<file path="src/rtl/mvsel_pkg.sv">
package mvsel_pkg;
  localparam int NSUB = 16;   // 4x4 sub-blocks in one macroblock
  localparam int NQ   = 4;    // 8x8 partitions
  localparam int GRID = 4;    // sub-blocks per row

  // sub-block index of member m (0..3) of 8x8 partition q
  function automatic int quad_member(input int q, input int m);
    int base;
    base = (q / 2) * (2 * GRID) + (q % 2) * 2;
    return base + (m % 2) + (m / 2) * GRID;
  endfunction
endpackage

</file>
<file path="src/rtl/mvsel_range.sv">
module mvsel_range #(
  parameter int MV_W = 6,
  parameter int SX   = 16,
  parameter int SY   = 16
) (
  input  logic signed [MV_W-1:0] dx,
  input  logic signed [MV_W-1:0] dy,
  output logic                   ok
);
  localparam int signed XLO = -SX;
  localparam int signed XHI = SX;
  localparam int signed YLO = -SY;
  localparam int signed YHI = SY;

  logic signed [31:0] dxe, dye;
  assign dxe = 32'(dx);
  assign dye = 32'(dy);
  assign ok  = (dxe >= XLO) && (dxe <= XHI) && (dye >= YLO) && (dye <= YHI);
endmodule

</file>
<file path="src/rtl/mvsel_merge.sv">
module mvsel_merge
  import mvsel_pkg::*;
#(
  parameter int SAD_W = 12
) (
  input  logic [NSUB*SAD_W-1:0]   sub_sad,
  output logic [NQ*(SAD_W+2)-1:0] quad_sad,
  output logic [SAD_W+3:0]        mb_sad
);
  localparam int QW = SAD_W + 2;
  localparam int MW = SAD_W + 4;

  logic [QW-1:0] q_sum [NQ];

  for (genvar q = 0; q < NQ; q++) begin : g_quad
    localparam int I0 = quad_member(q, 0);
    localparam int I1 = quad_member(q, 1);
    localparam int I2 = quad_member(q, 2);
    localparam int I3 = quad_member(q, 3);
    assign q_sum[q] = QW'(sub_sad[I0*SAD_W +: SAD_W]) + QW'(sub_sad[I1*SAD_W +: SAD_W])
                    + QW'(sub_sad[I2*SAD_W +: SAD_W]) + QW'(sub_sad[I3*SAD_W +: SAD_W]);
    assign quad_sad[q*QW +: QW] = q_sum[q];
  end

  assign mb_sad = MW'(q_sum[0]) + MW'(q_sum[1]) + MW'(q_sum[2]) + MW'(q_sum[3]);
endmodule

</file>
<file path="src/rtl/mvsel_track.sv">
module mvsel_track #(
  parameter int W    = 12,
  parameter int MV_W = 6
) (
  input  logic            clk,
  input  logic            rst_n,
  input  logic            take,
  input  logic            load,
  input  logic [W-1:0]    sad,
  input  logic [2*MV_W-1:0] mv,
  output logic [W-1:0]    best_sad,
  output logic [2*MV_W-1:0] best_mv
);
  logic better;
  assign better = sad < best_sad;

  always_ff @(posedge clk or negedge rst_n) begin
    if (!rst_n) begin
      best_sad <= '1;
      best_mv  <= '0;
    end else if (take && (load || better)) begin
      best_sad <= sad;
      best_mv  <= mv;
    end
  end
endmodule

</file>
<file path="src/rtl/mv_min_select.sv">
module mv_min_select
  import mvsel_pkg::*;
#(
  parameter int SAD_W = 12,
  parameter int MV_W  = 6,
  parameter int SX    = 16,
  parameter int SY    = 16
) (
  input  logic                      clk,
  input  logic                      rst_n,
  input  logic                      in_valid,
  output logic                      in_ready,
  input  logic                      in_first,
  input  logic                      in_last,
  input  logic signed [MV_W-1:0]    in_dx,
  input  logic signed [MV_W-1:0]    in_dy,
  input  logic [NSUB*SAD_W-1:0]     in_sad,
  output logic [NSUB*SAD_W-1:0]     best_sad4,
  output logic [NSUB*2*MV_W-1:0]    best_mv4,
  output logic [NQ*(SAD_W+2)-1:0]   best_sad8,
  output logic [NQ*2*MV_W-1:0]      best_mv8,
  output logic [SAD_W+3:0]          best_sad16,
  output logic [2*MV_W-1:0]         best_mv16,
  output logic                      done
);
  localparam int QW  = SAD_W + 2;
  localparam int MW  = SAD_W + 4;
  localparam int VW  = 2 * MV_W;

  logic            in_ok;
  logic            open_q;
  logic            take;
  logic            load;
  logic [VW-1:0]   cand_mv;
  logic [NQ*QW-1:0] quad_sad;
  logic [MW-1:0]   mb_sad;

  assign in_ready = 1'b1;
  assign cand_mv  = {in_dy, in_dx};

  mvsel_range #(.MV_W(MV_W), .SX(SX), .SY(SY)) u_range (
    .dx(in_dx), .dy(in_dy), .ok(in_ok)
  );

  // a candidate counts when in range and inside an open search (or opening one)
  assign take = in_valid && in_ready && in_ok && (in_first || open_q);
  assign load = in_first;

  always_ff @(posedge clk or negedge rst_n) begin
    if (!rst_n) begin
      open_q <= 1'b0;
      done   <= 1'b0;
    end else begin
      done <= take && in_last;
      if (take && in_last)       open_q <= 1'b0;
      else if (take && in_first) open_q <= 1'b1;
    end
  end

  mvsel_merge #(.SAD_W(SAD_W)) u_merge (
    .sub_sad(in_sad), .quad_sad(quad_sad), .mb_sad(mb_sad)
  );

  for (genvar k = 0; k < NSUB; k++) begin : g_sub
    mvsel_track #(.W(SAD_W), .MV_W(MV_W)) u_trk (
      .clk(clk), .rst_n(rst_n), .take(take), .load(load),
      .sad(in_sad[k*SAD_W +: SAD_W]), .mv(cand_mv),
      .best_sad(best_sad4[k*SAD_W +: SAD_W]), .best_mv(best_mv4[k*VW +: VW])
    );
  end

  for (genvar q = 0; q < NQ; q++) begin : g_q
    mvsel_track #(.W(QW), .MV_W(MV_W)) u_trk (
      .clk(clk), .rst_n(rst_n), .take(take), .load(load),
      .sad(quad_sad[q*QW +: QW]), .mv(cand_mv),
      .best_sad(best_sad8[q*QW +: QW]), .best_mv(best_mv8[q*VW +: VW])
    );
  end

  mvsel_track #(.W(MW), .MV_W(MV_W)) u_trk_mb (
    .clk(clk), .rst_n(rst_n), .take(take), .load(load),
    .sad(mb_sad), .mv(cand_mv),
    .best_sad(best_sad16), .best_mv(best_mv16)
  );
endmodule

</file>
<file path="config.mk">
export PLATFORM = sky130hd
export DESIGN_NAME = mv_min_select
export DESIGN_NICKNAME = d
export VERILOG_FILES = /design/src/rtl/mvsel_pkg.sv /design/src/rtl/mvsel_range.sv /design/src/rtl/mvsel_merge.sv /design/src/rtl/mvsel_track.sv /design/src/rtl/mv_min_select.sv
export SDC_FILE = /design/constraint.sdc
export NUM_CORES = 1
export LEC_CHECK = 0
export ABC_CLOCK_PERIOD_IN_PS = 8500
export BUFFER_PORTS_ARGS = -buffer_cell sky130_fd_sc_hd__clkbuf_2
export CORE_AREA = 2 2 281 283
export DETAILED_ROUTE_END_ITERATION = 7
export DIE_AREA = 0 0 283 285
export SKIP_LAST_GASP = 1
export SYNTH_ARGS = -nofsm -noshare
export SYNTH_HDL_FRONTEND = slang
export SYNTH_SLANG_ARGS = --single-unit
export TNS_END_PERCENT = 20
</file>
<file path="constraint.sdc">
create_clock -name clk -period 8.5 [get_ports clk]
set_clock_uncertainty 0.05 [all_clocks]
set_input_delay 0.85 -clock clk [delete_from_list [all_inputs] [get_ports clk]]
set_output_delay 0.85 -clock clk [all_outputs]
set_load 0.1 [all_outputs]
</file>
Word level (Yosys, flattened, before mapping) --
Cells that the tools add are included.
Word-level totals: register bits after elaboration 518, input port bits 209, logic and storage cells 137
Operators by class: muxes and demuxes 2, order comparisons 25, reductions and logical operators 51, add/sub/neg operators 15
Operators with widths (number):
- less-than comparator 12 bit | 16
- adder 14 x 12 -> 14 bit | 8
- less-than comparator 14 bit | 4
- adder 12 x 12 -> 13 bit | 4
- adder 16 x 14 -> 16 bit | 2
- logical AND 1 bit | 28
- logical OR 1 bit | 22
- less-than comparator 16 bit | 1
- adder 14 x 14 -> 15 bit | 1
- >= comparator 6 x 5 -> 1 bit (second input constant) | 2
- <= comparator 6 bit (second input constant) | 2
- two-way mux 1 bit | 2
- nonzero test 2 bit | 1

Longest topological paths before layout --
depth in word-level cells 9, gate-level depth with buffers 38, depth with buffers taken out 37

Cells and area by module --
From an unflattened synthesis, not the netlist that was laid out.
Second synthesis, totals: cell total of the unflattened synthesis 4916, area, all modules 44687.9 sq um
Modules (own cells, without submodules):
- mvsel_track at g_sub[0].u_trk ... | seq. area each 615.6 sq um, area an instance 1855.5 sq um, times used 11, cells each 210
- mvsel_track at g_sub[5].u_trk ... | seq. area each 615.6 sq um, area an instance 1854.3 sq um, times used 5, cells each 210
- mvsel_track at g_q[0].u_trk ... | seq. area each 668.1 sq um, area an instance 1830.5 sq um, times used 4, cells each 196
- mvsel_merge | seq. area each 0.0 sq um, area an instance 5969.5 sq um, times used 1, cells each 641
- mvsel_track at u_trk_mb | seq. area each 720.7 sq um, area an instance 1560.2 sq um, times used 1, cells each 114
- mv_min_select | seq. area each 50.0 sq um, area an instance 97.6 sq um, times used 1, cells each 10
- mvsel_range | seq. area each 0.0 sq um, area an instance 56.3 sq um, times used 1, cells each 7

Least setup slack after synthesis --
Ideal clock, no wire load.
path kind input to register, start point in in_sad[24], end point reg u_trk_mb.best_mv[5], buffers on the path 1, library setup time 0.128 ns, stages 34, arrival time 7.928 ns, data required time 8.322 ns, slack 0.393 ns, cell sequence ha_1 -> fa_1 -> a21o_1 -> a21oi_1 -> o21bai_1 -> a21oi_1 -> o21bai_1 -> a21oi_1 -> xor2_1 -> fa_1 -> inv_1 -> ha_1 -> o21a_1 -> nor2_1 -> a21oi_1 -> xor2_1 -> ha_1 -> a21oi_1 -> o31ai_1 -> a21o_1 -> a21oi_1 -> xor2_1 -> fa_1 -> inv_1 -> ha_1 -> o41ai_1 -> xnor2_1 -> ha_1 -> a21o_1 -> a21o_1 -> a211oi_1 -> o22ai_2 -> buf_2 -> mux2_1
Between the ends: cells in the longest elaborated chain, start to end 9
RTL lines:
- start, declared | RTL line mv_min_select.sv:17 | input logic [NSUB*SAD_W-1:0] in_sad,
- adder 12 x 12 -> 13 bit | RTL line mvsel_merge.sv:20 | assign q_sum[q] = QW'(sub_sad[I0*SAD_W +: SAD_W]) + QW'(sub_sad[I1*SAD_W +: SAD_W])
- adder 14 x 12 -> 14 bit (2 in series) | RTL line mvsel_merge.sv:21 | + QW'(sub_sad[I2*SAD_W +: SAD_W]) + QW'(sub_sad[I3*SAD_W +: SAD_W]);
- via g_q[1].u_trk.sad[9] | RTL line mvsel_track.sv:9 | input logic [W-1:0] sad,
- adder 14 x 14 -> 15 bit | RTL line mvsel_merge.sv:25 | assign mb_sad = MW'(q_sum[0]) + MW'(q_sum[1]) + MW'(q_sum[2]) + MW'(q_sum[3]);
- adder 16 x 14 -> 16 bit (2 in series) | RTL line mvsel_merge.sv:25
- via mb_sad[13] | RTL line mv_min_select.sv:36 | logic [MW-1:0] mb_sad;
- less-than comparator 16 bit | RTL line mvsel_track.sv:15 | assign better = sad < best_sad;
- logical OR 1 bit | RTL line mvsel_track.sv:21 | end else if (take && (load || better)) begin
- logical AND 1 bit | RTL line mvsel_track.sv:21
- end signal, assigned | RTL line mvsel_track.sv:23 | best_mv <= mv;
- end, declared | RTL line mvsel_track.sv:12 | output logic [2*MV_W-1:0] best_mv
The timed path passes the listed nets, and every way through them passes these cells. A chain may end at the register's enable or synchronous reset.

Worst setup path after layout --
start point in in_sad[24], end point reg u_trk_mb.best_sad[11]
Between the ends: cells in the longest elaborated chain, start to end 9
RTL lines:
- adder 12 x 12 -> 13 bit | RTL line mvsel_merge.sv:20
- adder 14 x 12 -> 14 bit (2 in series) | RTL line mvsel_merge.sv:21
- via g_q[1].u_trk.sad[10] | RTL line mvsel_track.sv:9
- adder 14 x 14 -> 15 bit | RTL line mvsel_merge.sv:25
- adder 16 x 14 -> 16 bit (2 in series) | RTL line mvsel_merge.sv:25
- via mb_sad[13] | RTL line mv_min_select.sv:36
- less-than comparator 16 bit | RTL line mvsel_track.sv:15
- logical OR 1 bit | RTL line mvsel_track.sv:21
- logical AND 1 bit | RTL line mvsel_track.sv:21
- end signal, assigned | RTL line mvsel_track.sv:19 | best_sad <= '1;
- end signal, assigned | RTL line mvsel_track.sv:22 | best_sad <= sad;
- end, declared | RTL line mvsel_track.sv:11 | output logic [W-1:0] best_sad,
The timed path passes the listed nets, and every way through them passes these cells.

==> results.toml <==
[die]
placementRows = 103
die_h_um = 285
dieArea_um2 = 80700
coreArea_um2 = 78000
die_w_um = 283
start_util_pct = 41.7
boundaryPins = 727

[synthesis]
synth_common_cells = "inv_1 (508), ha_1 (364), mux2_2 (346)"
yosysUniqueCellTypes = 75
synthAdderAreaFrac_pct = 18.5
synth-simple-area-share_pct = 4.32
ys.flop_type = "dfstp_2"
synth-xor-area-share_pct = 2.92
synth_warnings = 0
synth_compound_area_share_pct = 8.74
synth_top_cell_area_share_pct = 21.4
seq_area_frac_synth_pct = 40.9
synthMuxAreaShare_pct = 17.4
synth_most_common_cell = "inv_1"
synthesis.area_um2 = 32500
yosys.area.top_type = "dfstp_2"
syn-instance-count = 2848
synth_area_leaders = "dfstp_2 (21%), dfrtp_1 (20%), ha_1 (14%)"
synth-seq-cells = 518
avgSynthCellArea_um2 = 11.4
async_reset_ff_share_pct = 100
synth_fp_nets = 3493
synth_edf_count = 0
synth_top_family_by_area = "adder cells"

[timing]
fmax_mhz = 125
setup_viol = 0
maxSlewHeadroom_pct = 20.7
slew_viol_final = 0
min_period_ps = 8000
fin_crit_sh_pct = 94.1
worst_pin_slew_ps = 1190
final_hold_viol_count = 0

[flow_run]
drv_cap = 0

[cts]
clkTransAtPathRegs_ps = 60
cts_tree = "built"
cts_resized = 0
clockBufferDepth = 3
cts_sinks = 518
postCtsSetupRepairBufs = 0
htree_num_levels = 2
cts_hold_buf = 0
clk_latency_ps = 640
cts_buffers = 61
cts_root_buf = "clkbuf_16"

[global_route]
grt_usage_pct = 24.8
grt-ovfl-total = 0
grt_pass1_wl_um = 151000
antenna_found_initial = 7
grt_max_degree = 134
grt_pass1_vias = 24000

[worst_setup_path]
critical_path_class = "input port to register"
cp_max_fo = 13
cpPeakStageDelay_ps = 510
crit_top_cell = "ha_1"
end_kind = "register"
r2r_setup_slack_ps = 4940
critPathLaunchType = "input port"
cp.arrival_ps = 8490
worstPathRequired_ps = 8990
cpMaxStageDelayCell = "fa_1"

[route]
wirelength_um = 102000
drcViolationCount = 0
antenna_left = 0
drt_iter0_drc = 812
vias_per_cell = 4.96
num_vias = 23600
dr.pass1.iters = 4
wl_per_cell_um = 21.4

[placed_design]
placed_area_um2 = 37900
place_hpwl_um = 80100
portBuffers = 725
gp_congestion = 0.878

[finish]
nFillCells = 7171
multi_input_area_um2 = 17100
fin_area_um2 = 39900
drive_above_1_share_pct = 42.8
ff_latch_area_um2 = 13300
syn2layout_area_growth_pct = 22.9
layout.nets = 4291

[hold_path]
holdCritPathClass = "input port to async pin"

[run_status]
outcome = "finished, final reports clean"
-- cells by family after synthesis --
kind of cell | Yosys count
buf+inv | 581
flops | 518
mux | 507
fa+ha+maj | 438
compound gates | 427
simple gates | 270
xor+xnor | 106
other cells | 1
-- critical path, delay by kind of cell --
family / cells / cell delay (ps)
buffers and inverters: 6 / 750
adders and majority gates: 8 / 2710
and+or+nand+nor: 3 / 370
muxes: 1 / 320
xor gates and xnor gates: 4 / 890
AOI/OAI and AO/OA: 14 / 2570
-- through the flow --
step | cells | worst slack, ps | utilization [%] | setup TNS, ps | hold WS (ps)
finish | 4749 | 499 | 51.2 | 0 | 157
detailed placement | 4633 | -385 | 48.6 | -9360 | 425
floorplan | 2848 | 393 | - | 0 | 487
CTS | 4745 | 293 | 51.1 | 0 | 192
global route | 4749 | -33.1 | 51.2 | -75.0 | 200
global placement | 4633 | -153 | 48.6 | -3110 | 416
-- area by class of cell --
| cell class | count | area share, % |
|---|---|---|
| clock buffer | 81 | 4.19 |
| timing repair buffer | 807 | 10.8 |
| sequential | 518 | 33.3 |
| tap | 1050 | 3.29 |
| multi-input combinational | 1749 | 42.8 |
| antenna | 4 | 0.0251 |
| inverter | 509 | 4.78 |
| clock inverter | 31 | 0.815 |
-- worst paths after layout --
| kind | start | to | depth (start not counted) |
|---|---|---|---|
| worst max register to register | g_q[2].u_trk.best_sad[1]$_DFFE_PN1P_ | g_q[2].u_trk.best_mv[5]$_DFFE_PN0P_ | 12 |
| min in group clk | in_last | done$_DFF_PN0_ | 2 |
| worst min register to register | g_sub[15].u_trk.best_mv[10]$_DFFE_PN0P_ | g_sub[15].u_trk.best_mv[10]$_DFFE_PN0P_ | 1 |
| worst min-delay path | rst_n | g_sub[12].u_trk.best_mv[7]$_DFFE_PN0P_ | 1 |
| max in group asynchronous | rst_n | g_q[0].u_trk.best_mv[11]$_DFFE_PN0P_ | 3 |
| worst max-delay path | in_sad[24] | u_trk_mb.best_sad[11]$_DFFE_PN1P_ | 36 |
-- flip-flops by register name, summed over array words and instances, names as in the netlist --
register / flops
g_sub.u_trk.best_mv: 192
g_sub.u_trk.best_sad: 192
g_q.u_trk.best_sad: 56
g_q.u_trk.best_mv: 48
u_trk_mb.best_sad: 16
u_trk_mb.best_mv: 12
done: 1
open_q: 1
-- per-layer routing --
layer / vias up / routed length, um / track usage (%)
li1: 11300 / - / -
met1: 11500 / 41500 / 29.9
met2: 565 / 50200 / 43.1
met3: 171 / 5980 / 5.99
met4: 4 / 3880 / 9.10
met5: - / 25 / 0
-- layout by cell type (no fill, tap or decap), drive strengths merged, types with 55 or more instances in the layout --
cell and count:
dfrtp 254, a21oi 130, o21ai 73, buf 83, fa 72, xnor2 62
ha 364, a21o 99, nand2 55, dfstp 264, mux2 406, nor2 67
inv 514, mux2i 101, clkbuf 805
Power is left out: the tool's default activity adds up to more than one toggle a clock period on the data nets, which glitch-free logic cannot reach.
